### config.mk
export PLATFORM = sky130hd
export DESIGN_NAME = i2cr_target
export DESIGN_NICKNAME = d
export VERILOG_FILES = /design/src/rtl/i2cr_pkg.sv /design/src/rtl/i2cr_sync.sv /design/src/rtl/i2cr_ctrl.sv /design/src/rtl/i2cr_target.sv
export SDC_FILE = /design/constraint.sdc
export NUM_CORES = 1
export LEC_CHECK = 0
export CORE_ASPECT_RATIO = 0.6
export CORE_UTILIZATION = 45
export CTS_CLUSTER_SIZE = 14
export DETAILED_ROUTE_END_ITERATION = 16
export DONT_BUFFER_PORTS = 1
export SLEW_MARGIN = 20
export SYNTH_ARGS = -nofsm -noshare
export SYNTH_HDL_FRONTEND = slang
export SYNTH_SLANG_ARGS = --single-unit
### constraint.sdc
create_clock -name clk -period 2.7 [get_ports clk]
set_input_delay 0.27 -clock clk [delete_from_list [all_inputs] [get_ports clk]]
set_output_delay 0.27 -clock clk [all_outputs]
set_load 0.05 [all_outputs]
### src/rtl/i2cr_pkg.sv
package i2cr_pkg;

  typedef enum logic [2:0] {
    S_IDLE, S_ADDR, S_AACK, S_RX, S_SACK, S_TX, S_MACK
  } i2cr_state_t;

  // pointer successor with wrap at the last implemented register
  function automatic int unsigned ptr_succ(int unsigned p, int unsigned n);
    return (p + 1 >= n) ? 0 : p + 1;
  endfunction

  // value loaded into the pointer from a received byte
  function automatic int unsigned ptr_from_byte(logic [7:0] b, int unsigned n);
    return int'(b) % n;
  endfunction

  function automatic logic addr_hit(logic [7:0] b, logic [6:0] dev);
    return b[7:1] == dev;
  endfunction

endpackage

### src/rtl/i2cr_sync.sv
module i2cr_sync #(
  parameter int STAGES = 2
) (
  input  logic clk,
  input  logic rst_n,
  input  logic scl_i,
  input  logic sda_i,
  output logic sda_s,
  output logic scl_rise,
  output logic scl_fall,
  output logic start_evt,
  output logic stop_evt
);
  logic [STAGES-1:0] scl_ff, sda_ff;
  logic scl_q, sda_q;
  logic scl_s;

  generate
    if (STAGES == 1) begin : g_one
      always_ff @(posedge clk or negedge rst_n)
        if (!rst_n) begin
          scl_ff <= '1;
          sda_ff <= '1;
        end else begin
          scl_ff <= scl_i;
          sda_ff <= sda_i;
        end
    end else begin : g_chain
      always_ff @(posedge clk or negedge rst_n)
        if (!rst_n) begin
          scl_ff <= '1;
          sda_ff <= '1;
        end else begin
          scl_ff <= {scl_ff[STAGES-2:0], scl_i};
          sda_ff <= {sda_ff[STAGES-2:0], sda_i};
        end
    end
  endgenerate

  assign scl_s = scl_ff[STAGES-1];
  assign sda_s = sda_ff[STAGES-1];

  always_ff @(posedge clk or negedge rst_n)
    if (!rst_n) begin
      scl_q <= 1'b1;
      sda_q <= 1'b1;
    end else begin
      scl_q <= scl_s;
      sda_q <= sda_s;
    end

  assign scl_rise  = scl_s & ~scl_q;
  assign scl_fall  = ~scl_s & scl_q;
  assign start_evt = scl_s & scl_q & sda_q & ~sda_s;
  assign stop_evt  = scl_s & scl_q & ~sda_q & sda_s;

endmodule

### src/rtl/i2cr_ctrl.sv
module i2cr_ctrl
  import i2cr_pkg::*;
#(
  parameter logic [6:0] DEV_ADDR = 7'h68,
  parameter int NUM_REGS = 16,
  parameter int HOLD_CYC = 8,
  localparam int AW = (NUM_REGS > 1) ? $clog2(NUM_REGS) : 1,
  localparam int HW = $clog2(HOLD_CYC + 1),
  localparam int SW = $clog2(HOLD_CYC + 2)
) (
  input  logic          clk,
  input  logic          rst_n,
  input  logic          sda_s,
  input  logic          scl_rise,
  input  logic          scl_fall,
  input  logic          start_i,
  input  logic          stop_i,
  input  logic [7:0]    rd_data_i,
  output logic          sda_oe_o,
  output logic [AW-1:0] addr_o,
  output logic          rd_en_o,
  output logic          wr_en_o,
  output logic [7:0]    wdata_o
);
  localparam logic [AW-1:0] LAST = AW'(NUM_REGS - 1);

  i2cr_state_t st;
  logic [3:0]    cnt;
  logic [7:0]    sh, tx;
  logic          rw, ptr_set, m_ack, rd_q;
  logic [AW-1:0] ptr, ptr_nx;
  logic          want_low;
  logic [HW-1:0] hold;
  logic          hold_run;

  // named internal events
  logic byte_done, ptr_load_evt, wr_evt;

  assign ptr_nx       = AW'(ptr_succ(int'(ptr), NUM_REGS));
  assign byte_done    = scl_fall && (cnt == 4'd8);
  assign ptr_load_evt = (st == S_RX) && byte_done && !ptr_set;
  assign wr_evt       = (st == S_RX) && byte_done && ptr_set;

  always_comb
    want_low = (st == S_AACK) || (st == S_SACK) || ((st == S_TX) && !tx[7]);

  always_ff @(posedge clk or negedge rst_n)
    if (!rst_n) begin
      st <= S_IDLE; cnt <= '0; sh <= '0; tx <= 8'hFF;
      rw <= 1'b0; ptr_set <= 1'b0; m_ack <= 1'b0; rd_q <= 1'b0;
      ptr <= '0; addr_o <= '0; rd_en_o <= 1'b0; wr_en_o <= 1'b0; wdata_o <= '0;
    end else begin
      rd_en_o <= 1'b0;
      wr_en_o <= 1'b0;
      rd_q    <= rd_en_o;
      if (rd_q) tx <= rd_data_i;
      if (start_i) begin
        st <= S_ADDR; cnt <= '0; ptr_set <= 1'b0;
      end else if (stop_i) begin
        st <= S_IDLE;
      end else begin
        case (st)
          S_ADDR, S_RX: begin
            if (scl_rise) begin
              sh  <= {sh[6:0], sda_s};
              cnt <= cnt + 4'd1;
            end else if (byte_done) begin
              if (st == S_ADDR) begin
                if (addr_hit(sh, DEV_ADDR)) begin
                  st <= S_AACK;
                  rw <= sh[0];
                  if (sh[0]) begin
                    rd_en_o <= 1'b1;
                    addr_o  <= ptr;
                  end
                end else begin
                  st <= S_IDLE;
                end
              end else begin
                st <= S_SACK;
                if (ptr_load_evt) begin
                  ptr     <= AW'(ptr_from_byte(sh, NUM_REGS));
                  ptr_set <= 1'b1;
                end else begin
                  wr_en_o <= 1'b1;
                  addr_o  <= ptr;
                  wdata_o <= sh;
                  ptr     <= ptr_nx;
                end
              end
            end
          end
          S_AACK, S_SACK: if (scl_fall) begin
            cnt <= '0;
            st  <= (st == S_AACK && rw) ? S_TX : S_RX;
          end
          S_TX: if (scl_fall) begin
            tx  <= {tx[6:0], 1'b1};
            cnt <= cnt + 4'd1;
            if (cnt == 4'd7) st <= S_MACK;
          end
          S_MACK: begin
            if (scl_rise) begin
              m_ack <= !sda_s;
              if (!sda_s) begin
                ptr     <= ptr_nx;
                rd_en_o <= 1'b1;
                addr_o  <= ptr_nx;
              end
            end else if (scl_fall) begin
              cnt <= '0;
              st  <= m_ack ? S_TX : S_IDLE;
            end
          end
          default: ;
        endcase
      end
    end

  // SDA output: applied HOLD_CYC cycles after each SCL fall, released at once on START/STOP
  always_ff @(posedge clk or negedge rst_n)
    if (!rst_n) begin
      sda_oe_o <= 1'b0; hold <= '0; hold_run <= 1'b0;
    end else if (start_i || stop_i) begin
      sda_oe_o <= 1'b0; hold_run <= 1'b0;
    end else if (scl_fall) begin
      hold <= HW'(HOLD_CYC); hold_run <= 1'b1;
    end else if (hold_run) begin
      if (hold == HW'(1)) begin
        sda_oe_o <= want_low;
        hold_run <= 1'b0;
      end else begin
        hold <= hold - HW'(1);
      end
    end

  // checker counter: cycles since last SCL fall, saturating
  logic [SW-1:0] since_fall;
  always_ff @(posedge clk or negedge rst_n)
    if (!rst_n) since_fall <= SW'(HOLD_CYC);
    else if (scl_fall) since_fall <= '0;
    else if (since_fall != SW'(HOLD_CYC)) since_fall <= since_fall + SW'(1);

  p_hold_after_fall_r9: assert property (@(posedge clk) disable iff (!rst_n)
    (!$stable(sda_oe_o) && !$past(start_i || stop_i)) |-> (since_fall >= SW'(HOLD_CYC)));

  p_wrap_to_zero_r8: assert property (@(posedge clk) disable iff (!rst_n)
    ($past(ptr) == LAST && ptr != $past(ptr) && !$past(ptr_load_evt)) |-> (ptr == '0));

  p_single_write_r4: assert property (@(posedge clk) disable iff (!rst_n)
    wr_en_o |=> !wr_en_o);

  p_idle_quiet_r10: assert property (@(posedge clk) disable iff (!rst_n)
    (st == S_IDLE) |-> !sda_oe_o);

endmodule

### src/rtl/i2cr_target.sv
module i2cr_target #(
  parameter logic [6:0] DEV_ADDR = 7'h68,
  parameter int NUM_REGS    = 16,
  parameter int HOLD_CYC    = 8,
  parameter int SYNC_STAGES = 2,
  localparam int AW = (NUM_REGS > 1) ? $clog2(NUM_REGS) : 1
) (
  input  logic          clk,
  input  logic          rst_n,
  input  logic          scl_i,
  input  logic          sda_i,
  output logic          sda_oe_o,
  output logic [AW-1:0] reg_addr_o,
  output logic          reg_rd_en_o,
  input  logic [7:0]    reg_rd_data_i,
  output logic          reg_wr_en_o,
  output logic [7:0]    reg_wr_data_o
);
  logic sda_s, scl_rise, scl_fall, start_evt, stop_evt;

  i2cr_sync #(.STAGES(SYNC_STAGES)) sync_i (
    .clk(clk), .rst_n(rst_n), .scl_i(scl_i), .sda_i(sda_i),
    .sda_s(sda_s), .scl_rise(scl_rise), .scl_fall(scl_fall),
    .start_evt(start_evt), .stop_evt(stop_evt)
  );

  i2cr_ctrl #(.DEV_ADDR(DEV_ADDR), .NUM_REGS(NUM_REGS), .HOLD_CYC(HOLD_CYC)) ctrl_i (
    .clk(clk), .rst_n(rst_n), .sda_s(sda_s), .scl_rise(scl_rise), .scl_fall(scl_fall),
    .start_i(start_evt), .stop_i(stop_evt), .rd_data_i(reg_rd_data_i),
    .sda_oe_o(sda_oe_o), .addr_o(reg_addr_o), .rd_en_o(reg_rd_en_o),
    .wr_en_o(reg_wr_en_o), .wdata_o(reg_wr_data_o)
  );

endmodule

**Yosys cells after proc, flatten, opt, wreduce, memory -nomap -nowiden**

Index checks and enable logic that the tools add are counted.

- Logic and storage cells: 183
- Output and inout port bits: 15
- Register bits: 57

- Mux-type cells: 76
- Eq/ne operators: 33
- $lt $le $gt $ge: 1
- Add/sub/neg operators: 3
- Reductions and logical operators: 33
- Bitwise gates (word level): 17

Operators with widths:

| operator | number |
|---|---|
| $mux 4 | 22 |
| $mux 8 | 5 |
| $mux 3 | 12 |
| $mux 1 | 31 |
| $ne 4x1->1 const B | 4 |
| $pmux 4 s2 | 2 |
| $pmux 4 s4 | 1 |
| $reduce_and 8->1 | 2 |
| $reduce_and 7->1 | 2 |
| $reduce_bool 2->1 | 7 |
| $pmux 3 s4 | 1 |
| $ne 2x1->1 const B | 5 |
| $ne 2x2->1 const B | 5 |
| $not 1->1 | 10 |
| $reduce_and 10->1 | 1 |
| $eq 3x3->1 const B | 3 |
| $ne 3x3->1 const B | 3 |
| $ne 4x4->1 const B | 2 |
| $reduce_and 4->1 | 2 |
| $and 1x1->1 | 7 |
| $eq 7x7->1 const B | 1 |
| $eq 3x2->1 const B | 2 |
| $ne 3x1->1 const B | 2 |
| $reduce_and 3->1 | 2 |
| 20 further kinds | 29 |

**Logic depth before layout (Yosys ltp)**

Gate-level depths: netlist of run 1.

- Depth after elaboration: 12
- Mapped depth: 7
- Gate-level depth less buffers: 7

**Cells and area by module**

Synthesis of run 1 repeated with hierarchy kept, for this count alone.

- Cells, all modules: 252
- Area, all modules: 2929.1 um2

Modules (own cells, without submodules):

| module | seq. area each (um2) | area an instance (um2) | times used | cells an instance |
|---|---|---|---|---|
| i2cr_ctrl | 1286.2 | 2738.9 | 1 | 242 |
| i2cr_sync | 157.7 | 190.2 | 1 | 10 |

**Worst setup path before layout of run 1**

Ideal clock, no wire load.

- Path type: register -> register
- From: register sync_i.scl_q
- To: register ctrl_i.addr_o[0]
- Clock period less this slack: 1.896 ns
- Stages on the path, launching flop included: 6
- Buffers on the path: 0
- Data arrival time: 1.771 ns
- Setup slack: 0.804 ns
- Path through: dfstp_2 -> and4bb_2 -> and3_1 -> o21ai_0 -> a221oi_4 -> mux2_2

- Cells in the longest elaborated chain, start to end: 6
- Elaborated cells between the ends (all ways): 18
- Those cells by class: eq/ne: 4; bitwise: 10; reduce/logical: 4

RTL lines:

| item | line | text |
|---|---|---|
| from (decl) | i2cr_sync.sv:15 | `logic scl_q, sda_q;` |
| from (signal assigned) | i2cr_sync.sv:48 | `scl_q <= scl_s;` |
| $and 1x1->1 | i2cr_sync.sv:53 | `assign scl_fall = ~scl_s & scl_q;` |
| $logic_and 1x1->1 | i2cr_ctrl.sv:40 | `assign byte_done = scl_fall && (cnt == 4'd8);` |
| $logic_and 1x1->1 (2 in series) | i2cr_ctrl.sv:41 | `assign ptr_load_evt = (st == S_RX) && byte_done && !ptr_set;` |
| $ne 3x3->1 (no source line) | -- |  |
| $reduce_and 10->1 (no source line) (*) | -- |  |
| to (signal assigned) | i2cr_ctrl.sv:74 | `addr_o <= ptr;` |
| to (signal assigned) | i2cr_ctrl.sv:86 | `addr_o <= ptr;` |
| to (signal assigned) | i2cr_ctrl.sv:108 | `addr_o <= ptr_nx;` |
| to (decl) | i2cr_ctrl.sv:20 | `output logic [AW-1:0] addr_o,` |

Mark *: on every way between the ends. The rest lies on a longest branch, timed or not.
A chain may end at the register's enable or synchronous reset.

**Worst setup path in the final report of run 1**

- From: register ctrl_i.st[0]
- To: register ctrl_i.addr_o[2]

- Cells in the longest elaborated chain, start to end: 5
- Elaborated cells between the ends (all ways): 19
- Those cells by class: eq/ne: 10; mux: 4; reduce/logical: 5

RTL lines:

| item | line | text |
|---|---|---|
| from (decl) | i2cr_ctrl.sv:27 | `i2cr_state_t st;` |
| from (signal assigned) | i2cr_ctrl.sv:95 | `st <= (st == S_AACK && rw) ? S_TX : S_RX;` |
| from (signal assigned) | i2cr_ctrl.sv:112 | `st <= m_ack ? S_TX : S_IDLE;` |
| $eq 3x2->1 / $eq 3x1->1 (equally long branches) | i2cr_ctrl.sv:41, i2cr_ctrl.sv:62, i2cr_ctrl.sv:68 |  |
| $logic_and 1x1->1 / $mux 4 (equally long branches) | i2cr_ctrl.sv:41, i2cr_ctrl.sv:68 |  |
| $logic_and 1x1->1 / $mux 4 (equally long branches) | i2cr_ctrl.sv:41, i2cr_ctrl.sv:67 |  |
| $ne 3x3->1 (no source line) / $mux 4 (equally long branches) | -- |  |
| $reduce_and 10->1 (no source line) / $pmux 4 s2 (equally long branches) | -- |  |

Several ways; a longest one is shown, not always the timed one. The select of a mux whose other input is x is not followed.

==> results.md, run 1 <==
- Via count: 1879
- Clk sinks: 57
- Syn nets: 266
- Reg2reg start: ctrl_i.st[0]
- Fin. Hold Viols: 0
- Critical path endpoint category: flip-flop
- Top cells by count, synth: 43 x dfrtp_1, 24 x nand2_1, 22 x mux2_2
- Fin. max-slew vios: 0
- Share of layout cells above drive strength 1: 24.4%
- Synth Warn #: 0
- Most frequent cell after synthesis: dfrtp_1
- CP Class: flip-flop to flip-flop
- Worst IR Drop VDD: 0.457 mV
- Core area: 5730 um^2
- Initial Util: 47.9%
- Async set-reset flop share out of synthesis: 100%
- Clock power frac: 30.2%
- NetSw: 0.00101 W
- CP required: 2920 ps
- Logic pwr share: 24.0%
- Distinct cell type count after synthesis: 50
- Seq/Total Area, Yosys: 52.6%
- Worst-path cell chain: nand3b_2 -> or3_4 -> a221oi_4 -> mux2_2
- Post-CTS setup buffers: 0
- Critical Path Source Type: flip-flop
- Placer Congestion: 0.795
- Internal Power: 0.00198 W
- WL/cell: 14.9 um
- Hold path endpoint: ctrl_i.tx[0]
- Hold path cells: 2
- Cell family with most CP delay: simple AND/OR/NAND/NOR gates
- Die Ht: 62.5 um
- Rows: 21
- Fmax: 462 MHz
- Setup violators final: 0
- DR DRC count: 0
- Dpl cells: 326
- Worst-Margin Slew: 650 ps
- R2R setup slack: 540 ps
- Drt total wl: 5150 um
- FF-to-FF End: ctrl_i.addr_o[2]
- Max-cap viol count: 0
- Chip width: 103 um
- Area leader, netlist: dfrtp_1
- CTS clk-pin slew, worst paths: 60 ps
- CP max FO: 13
- CP Data Arrival Time: 2390 ps
- First-pass GRT wire length: 8750 um
- Post-synth EDFFs: 0
- Final Net Count: 278
- Leakage: 1.35 nW
- IO Pins: 27
- Final non-filler cell total: 346
- Register share of total power: 45.8%
- Setup_tns: 0 ps
- Pwr Total: 0.00299 W
- Largest net degree at the start of global routing: 58
- Switching Fraction: 33.7%
- Insertion delay to the later sink of the worst-skew pair: 340 ps
- Bufs and invs on worst path: 0
- Gr usage total: 18.2%
- Setup Skew: 6.73 ps
- H-tree depth: 3
- Mean post-synth cell area: 11.0 um^2
- Crit-path slowest cell: dfrtp_1
- Pwr dens: 955 nW/um^2
- Total gr overflow: 0
- Root Buffer: clkbuf_8
- Detail Placement HPWL: 3610 um
- Hold Crit Class: input port to flip-flop
- Status: completed
- Main synth FF type: dfrtp_1
- Post-Syn Area: 2750 um^2
- 1st-iter DRT viols: 71
- # resized after CTS: 0
- Synth area leaders: dfrtp_1 39%, dfstp_2 13%, mux2_2 9.0%
- Drt first pass iters: 4
- Synth top area share: 39.2%
- Minimum clock period: 2160 ps
- N_diodes: 0
- CTS Hold Bufs: 4
- Post-Syn Instances: 249
- Vias per Instance: 5.43
- CTS tree: yes
- Rel. slew slack: 56.3%
- Worst Min Path Start: reg_rd_data_i[0]
- Fin crit share: 80.2%
- Unrepaired setup endpoints after global routing: false
- Yosys reg bits: 57
- Max Buffers Root-to-Sink: 2
- I/O Buffers: 0
- Reg2Reg Depth: 4
- Antenna violations before repair: 0
- Critical path's largest stage delay: 500 ps
- Area growth syn-to-layout: 13.9%
- Vias in the first global route: 1792
- Total CTS buffers: 9
- Die area: 6430 um^2
- Final ANT Viol Nets: 0
==> layout make-up <==
type	instances	area, um^2
Sequential cell	57	1440
Tap cell	80	100
Fill cell	521	2600
Clock buffer	11	151
Clock inverter	5	77.6
Multi-Input combinational cell	176	1240
Timing Repair Buffer	6	72.6
Inverter	11	41.3
==> power groups by stage <==
stage,Clock (W),Sequential (W),Combinational (W)
after detailed placement,0,0.00138,0.000687
after floorplan,0,0.00127,0.000629
after CTS,0.000932,0.00136,0.000718
final,0.000901,0.00137,0.000718
after global routing,0.000962,0.00140,0.000822
after global placement,0,0.00137,0.000685
==> per-layer routing <==
metal	track usage (%)	vias up	wire [um]
li1	-	923	-
met1	28.1	892	2790
met2	22.3	54	1910
met3	6.49	10	359
met4	7.92	0	88
met5	0	-	0
==> stage by stage <==
| stage | hold WS [ps] | cell area [um^2] | util [%] | setup slack (ps) |
|---|---|---|---|---|
| after floorplan | -25.6 | 2750 | - | 804 |
| after global placement | -23.8 | 2840 | 49.6 | 554 |
| after detailed placement | -23.8 | 2840 | 49.6 | 551 |
| after CTS | 62.8 | 3130 | 54.6 | 531 |
| after global routing | 82.5 | 3130 | 54.6 | 404 |
| final | 79.2 | 3130 | 54.6 | 535 |
==> cell families after synthesis <==
family | count (synthesis) | share of synthesized area (%)
adder cells (fa/ha/maj) | 5 | 2.28
flip-flops | 57 | 52.6
multiplexers | 32 | 12.7
AO/OA/AOI/OAI | 52 | 12.2
XOR/XNOR | 5 | 1.60
buffers and inverters | 16 | 2.28
AND/OR/NAND/NOR | 82 | 16.4
==> how the worst max path moves through the flow <==
stage,start,endpoint,depth (start not counted)
floorplan,sync_i.scl_q,ctrl_i.addr_o[0],5
global placement,ctrl_i.st[0],ctrl_i.addr_o[1],4
detailed placement,ctrl_i.st[0],ctrl_i.addr_o[2],4
CTS,ctrl_i.st[0],ctrl_i.addr_o[2],4
global route,ctrl_i.st[1],ctrl_i.addr_o[3],4
finish,ctrl_i.st[0],ctrl_i.addr_o[2],4
==> state kept, by name (all words and copies together), names as in the netlist <==
name	count
ctrl_i.ptr_set	1
ctrl_i.rd_q	1
ctrl_i.tx	8
ctrl_i.ptr	4
sync_i.scl_q	1
sync_i.scl_ff	2
ctrl_i.wdata_o	8
ctrl_i.sh	8
ctrl_i.cnt	4
ctrl_i.wr_en_o	1
ctrl_i.sda_oe_o	1
ctrl_i.hold_run	1
ctrl_i.addr_o	4
ctrl_i.st	3
ctrl_i.rd_en_o	1
ctrl_i.m_ack	1
sync_i.sda_q	1
ctrl_i.rw	1
ctrl_i.hold	4
sync_i.sda_ff	2
==> layout by cell type, fill, tap and decap left out, types with 3 or more instances in the layout <==
cell type      instances
a21oi_1               17
clkbuf_8              11
dfrtp_1               43
dfstp_2               14
dlygate4sd3_1          3
ha_1                   5
inv_1                 11
mux2_2                22
mux2i_1               10
nand2_1               24
nand2b_1               7
nand3_1                5
nor2_1                19
nor2b_1                3
nor3_1                 4
o21ai_0               16
o31ai_1                4
xnor2_1                4
(Power assumes the default switching activity.)
==> run 2, diff against run 1 <==
--- a/config.mk
+++ b/config.mk
@@ -5,6 +5,7 @@
 export SDC_FILE = /design/constraint.sdc
 export NUM_CORES = 1
 export LEC_CHECK = 0
+export ABC_AREA = 1
 export CORE_ASPECT_RATIO = 0.6
 export CORE_UTILIZATION = 45
 export CTS_CLUSTER_SIZE = 14
==> constraint.sdc (replaced) <==
create_clock -name clk -period 2.2 [get_ports clk]
set_input_delay 0.22 -clock clk [delete_from_list [all_inputs] [get_ports clk]]
set_output_delay 0.22 -clock clk [all_outputs]
set_load 0.05 [all_outputs]
==> run 2 against run 1 <==
- combinational power increased by 84%
- clock skew increased by 0.97 ps
- non-clock buffer count increased by 8
- total power increased by 33%
- routed wire length increased by 17%
- global-route usage increased by 1.9 points
- via count increased by 21%
- register-to-register slack got worse by 130 ps
- critical path type unchanged
==> results.md, run 2 <==
- Switching Fraction: 40.7%
- Vias in the first global route: 2053
- Fin crit share: 81.7%
- Yosys reg bits: 57
- Clk sinks: 57
- Area growth syn-to-layout: 14.8%
- Critical path endpoint category: flip-flop
- Pwr dens: 1220 nW/um^2
- Setup violators final: 0
- Gr usage total: 20.1%
- Post-synth EDFFs: 0
- Critical path's largest stage delay: 550 ps
- Largest net degree at the start of global routing: 58
- Worst IR Drop VDD: 0.555 mV
- Root Buffer: clkbuf_8
- Most common cell after layout, fill and taps aside: nand2_1
- N_diodes: 0
- Most frequent cells in the layout: 120 x nand2_1, 43 x dfrtp_1, 40 x inv_1, 32 x nand3_1, 32 x o21ai_0
- Bufs and invs on worst path: 1
- CP Data Arrival Time: 2030 ps
- Fin. Hold Viols: 0
- Total CTS buffers: 9
- Insertion delay to the later sink of the worst-skew pair: 340 ps
- Total gr overflow: 0
- Drt first pass iters: 5
- Die Ht: 63.4 um
- Seq/Total Area, Yosys: 51.0%
- Final Net Count: 388
- Placed inst area: 2920 um^2
- # resized after CTS: 0
- Worst-Margin Slew: 491 ps
- Share of layout cells above drive strength 1: 12.0%
- Max Buffers Root-to-Sink: 2
- Vias per Instance: 4.99
- Final ANT Viol Nets: 0
- Setup Skew: 7.70 ps
- Area leader, netlist: dfrtp_1
- Core Util, Final: 56.0%
- Register share of total power: 42.5%
- Logic pwr share: 33.3%
- Crit-path slowest cell: dfstp_2
- Internal Power: 0.00235 W
- Leakage: 1.62 nW
- Unrepaired setup endpoints after global routing: false
- Top cells by count, synth: 120 x nand2_1, 43 x dfrtp_1, 40 x inv_1
- Crit path top cell by count: nand2_1
- DR DRC count: 0
- Via count: 2276
- Die area: 6620 um^2
- Critical Path Source Type: flip-flop
- Rel. slew slack: 67.2%
- Synth area leaders: dfrtp_1 38%, nand2_1 16%, dfstp_2 13%
- CTS clk-pin slew, worst paths: 70 ps
- CP required: 2430 ps
- Synth Warn #: 0
- Async set-reset flop share out of synthesis: 100%
- Most frequent cell after synthesis: nand2_1
- Post-Syn Instances: 351
- CTS tree: yes
- Cell area after layout: 3250 um^2
- Detail Placement HPWL: 4240 um
- Cell family with most CP delay: simple AND/OR/NAND/NOR gates
- Mean post-synth cell area: 8.07 um^2
- Max-cap viol count: 0
- H-tree depth: 3
- Main synth FF type: dfrtp_1
- WL/cell: 13.2 um
- CP max FO: 9
- Fmax: 556 MHz
- Distinct cell type count after synthesis: 32
- Rows: 21
- Chip width: 104 um
- Setup_tns: 0 ps
- Largest regs: ctrl_i.sh x8, ctrl_i.tx x8, ctrl_i.wdata_o x8
- NetSw: 0.00161 W
- Fin. max-slew vios: 0
- Status: completed
- First-pass GRT wire length: 10000 um
- Worst-path cell chain: inv_1 -> nand2_2 -> nor2_4 -> nand3_2 -> nand2_1 -> nor2_1 -> nand2_2 -> nand2_1 -> nand2_1
- Initial Util: 48.8%
- Core area: 5810 um^2
- IO Pins: 27
- Post-Syn Area: 2830 um^2
- Antenna violations before repair: 0
- Drt total wl: 6020 um
- Hold Crit Class: flip-flop to flip-flop
- 1st-iter DRT viols: 153
- Placer Congestion: 0.877
- I/O Buffers: 0
- CP Class: flip-flop to flip-flop
- Minimum clock period: 1800 ps
- Syn nets: 368
- Synth top area share: 38.0%
- Clock power frac: 24.3%
## run 2: per-stage QoR
stage	total power, W	std cells	hold slack, ps	setup WS (ps)
after floorplan	0.00265	351	-75.6	656
after global placement	0.00293	428	-74.1	429
after detailed placement	0.00296	428	-74.2	421
after CTS	0.00398	456	359	406
after global routing	0.00429	456	364	253
final	0.00397	456	358	403
## run 2: layout make-up
| type | instances | area, um^2 |
|---|---|---|
| clock buffer | 10 | 128 |
| clock inverter | 6 | 68.8 |
| fill | 526 | 2560 |
| inverter | 41 | 154 |
| multi-input combinational | 248 | 1200 |
| sequential | 57 | 1440 |
| tap | 80 | 100 |
| timing repair buffer | 14 | 153 |
## run 2: what timing repair did
item / 4_1_cts / 5_1_grt
hold endpoints to repair: 67 / 0
buffers inserted: 0 / 0
hold buffers: 12 / 0
## run 2: power groups by stage
| stage | combinational (W) | clock (W) | sequential, W |
|---|---|---|---|
| floorplan | 0.00102 | 0 | 0.00163 |
| global placement | 0.00124 | 0 | 0.00169 |
| detailed placement | 0.00126 | 0 | 0.00169 |
| CTS | 0.00131 | 0.000989 | 0.00168 |
| global route | 0.00152 | 0.00104 | 0.00173 |
| finish | 0.00132 | 0.000962 | 0.00168 |
## run 2: path summary, 6_finish.rpt
path	start	endpoint	slack, ps	cells after the start
setup / recovery	sync_i.scl_ff[1]	ctrl_i.addr_o[0]	400	9
hold reg to reg	sync_i.sda_ff[0]	sync_i.sda_ff[1]	360	0
max in group asynchronous	rst_n	sync_i.scl_q	1500	2
setup reg to reg	sync_i.scl_ff[1]	ctrl_i.addr_o[0]	400	9
hold / removal	sync_i.sda_ff[0]	sync_i.sda_ff[1]	360	0
min in group asynchronous	rst_n	ctrl_i.ptr[1]	400	2
## run 2: cell families (layout without fill, tap and decap cells)
group	after synthesis	after routing	synth area share (%)
buf+inv	46	71	6.54
compound gates	47	47	8.97
flops	57	57	51.0
fa+ha+maj	5	5	2.21
mux	3	3	1.19
xor+xnor	2	2	0.619
simple gates	191	191	29.5
## run 2: routing by layer
layer | track usage [%] | routed length, um
met5 | 0 | 0
met4 | 9.82 | 93
met1 | 31.1 | 3380
met3 | 6.31 | 322
met2 | 24.4 | 2220
==> run 3, diff against run 2 <==
==> constraint.sdc (replaced) <==
create_clock -name clk -period 1.7 [get_ports clk]
set_input_delay 0.17 -clock clk [delete_from_list [all_inputs] [get_ports clk]]
set_output_delay 0.17 -clock clk [all_outputs]
set_load 0.05 [all_outputs]
==> run 3 against run 2 <==
- count of clock-buffer cells in the layout is the same
- sequential share of layout area down 2.6 points
- critical path depth unchanged
- sequential cell count is the same
- maximum frequency grew 8.2%
- first-iteration DRC count shrank 2.0%
- clock power is 41% higher
- critical path type unchanged
==> results.md, run 3 (synthesis gave the netlist of run 2 again) <==
- Status: completed
- Clock power frac: 24.8%
- Switching Fraction: 38.8%
- Bufs and invs on worst path: 2
- Largest regs: ctrl_i.sh x8, ctrl_i.tx x8, ctrl_i.wdata_o x8
- Core Util, Final: 59.4%
- Die Ht: 63.4 um
- Pwr dens: 1590 nW/um^2
- Final ANT Viol Nets: 0
- CTS clk-pin slew, worst paths: 70 ps
- Final Net Count: 404
- NetSw: 0.00213 W
- DP Worst Slack: 44.0 ps
- First-pass GRT wire length: 10400 um
- CTS tree: yes
- GR Layer Usage met2: 24.8%
- Drt first pass iters: 5
- Setup_tns: 0 ps
- Worst IR Drop VDD: 0.816 mV
- Total CTS buffers: 9
- Rows: 21
- CP Data Arrival Time: 1950 ps
- 1st-iter DRT viols: 150
- Internal Power: 0.00336 W
- Logic pwr share: 35.4%
- Insertion delay to the later sink of the worst-skew pair: 350 ps
- CP required: 1980 ps
- I/O Buffers: 0
- Reg2Reg Depth: 9
- CP max FO: 5
- Leakage: 1.72 nW
- Fin. max-slew vios: 0
- Setup Skew: 9.11 ps
- Worst path depth: 9
- Register share of total power: 39.8%
- Rel. slew slack: 67.1%
- R2R setup slack: 40 ps
- Most common cell after layout, fill and taps aside: nand2_1
- Vias per Instance: 5.00
- Max Buffers Root-to-Sink: 2
- Critical Path Source Type: flip-flop
- Max-cap viol count: 0
- Clk sinks: 57
- Gr busiest metal: met1
- Worst-path cell chain: inv_2 -> ha_4 -> nand3_4 -> nor2_4 -> nor2_4 -> nor3_4 -> buf_4 -> nand4_1 -> nand2_1
- Grt met1 use: 33.2%
- N_diodes: 0
- Minimum clock period: 1660 ps
- Fmax: 602 MHz
- Fin. Hold Viols: 0
- Placed inst area: 3020 um^2
- Vias in the first global route: 2114
- Placer Congestion: 0.863
- Total gr overflow: 0
- Unrepaired setup endpoints after global routing: true
- Crit path top cell by count: nor2_4
- Worst Setup Slack, final: 39.2 ps
- Gr usage total: 20.8%
- WL/cell: 12.9 um
- Cell family with most CP delay: simple AND/OR/NAND/NOR gates
- Detail Placement HPWL: 4250 um
- Largest net degree at the start of global routing: 58
- H-tree depth: 3
- Setup violators final: 0
- Critical path endpoint category: flip-flop
- Share of layout cells above drive strength 1: 18.4%
- GR Util met3: 8.49%
- Cell area after layout: 3450 um^2
- Most frequent cells in the layout: 117 x nand2_1, 43 x dfrtp_1, 38 x inv_1, 31 x o21ai_0, 30 x nand3_1
- Die area: 6620 um^2
- CP Class: flip-flop to flip-flop
- Chip width: 104 um
- Via count: 2362
- DR DRC count: 0
- IO Pins: 27
- Worst hold slack: 333 ps
- Drt total wl: 6070 um
- Critical path's largest stage delay: 410 ps
- Crit-path slowest cell: dfrtp_1
- Worst-Margin Slew: 494 ps
- Root Buffer: clkbuf_8
- Core area: 5810 um^2
- Area growth syn-to-layout: 21.8%
- Hold Crit Class: input port to async pin
- Initial Util: 48.8%
- Antenna violations before repair: 0
- Fin crit share: 97.7%
[run 3: worst paths after layout]
check,endpoint,from
setup reg to reg,ctrl_i.ptr[0],ctrl_i.cnt[1]
max in group asynchronous,ctrl_i.tx[3],rst_n
setup / recovery,ctrl_i.ptr[0],ctrl_i.cnt[1]
hold reg to reg,sync_i.sda_ff[1],sync_i.sda_ff[0]
min in group clk,sync_i.sda_ff[1],sync_i.sda_ff[0]
hold / removal,ctrl_i.sh[2],rst_n
[run 3: through the flow]
| step | power, W | std cells |
|---|---|---|
| floorplan | 0.00343 | 351 |
| CTS | 0.00539 | 468 |
| global placement | 0.00392 | 440 |
| finish | 0.00548 | 472 |
| detailed placement | 0.00394 | 440 |
| global route | 0.00598 | 472 |
[run 3: power groups by stage]
stage | sequential, W | clock (W) | combinational, W
3_3_place_gp | 0.00219 | 0 | 0.00173
2_1_floorplan | 0.00211 | 0 | 0.00131
4_1_cts | 0.00217 | 0.00140 | 0.00182
6_report | 0.00218 | 0.00136 | 0.00194
3_5_place_dp | 0.00219 | 0 | 0.00176
5_1_grt | 0.00224 | 0.00146 | 0.00228
[run 3: final cells by class]
class	count	area, um^2
clock buffers	10	128
clock inverters	6	82.6
fillers	512	2360
inverters	41	154
multi-input cells	248	1250
flip-flops and latches	57	1440
well taps	80	100
repair buffers	30	289
[run 3: metal layers]
| metal | share of wire (%) | vias to the layer above |
|---|---|---|
| li1 | - | 1204 |
| met1 | 54 | 1079 |
| met4 | 0.64 | 0 |
| met3 | 8.4 | 5 |
| met2 | 37 | 74 |
| met5 | 0 | - |
[run 3: timing repair]
action | 4_1_cts | 5_1_grt
endpoints found under the hold margin | 67 | 0
hold buffers | 12 | 0
endpoints found under the setup margin | 0 | 24
resized for setup | 0 | 16
buffers inserted | 0 | 4
[run 3: worst reg2reg max path, delay by kind of cell (launching register included)]
kind | cells | cell delay (ps)
and+or+nand+nor | 6 | 810
adders and majority gates | 1 | 140
DFF | 1 | 410
buffers and inverters | 2 | 250
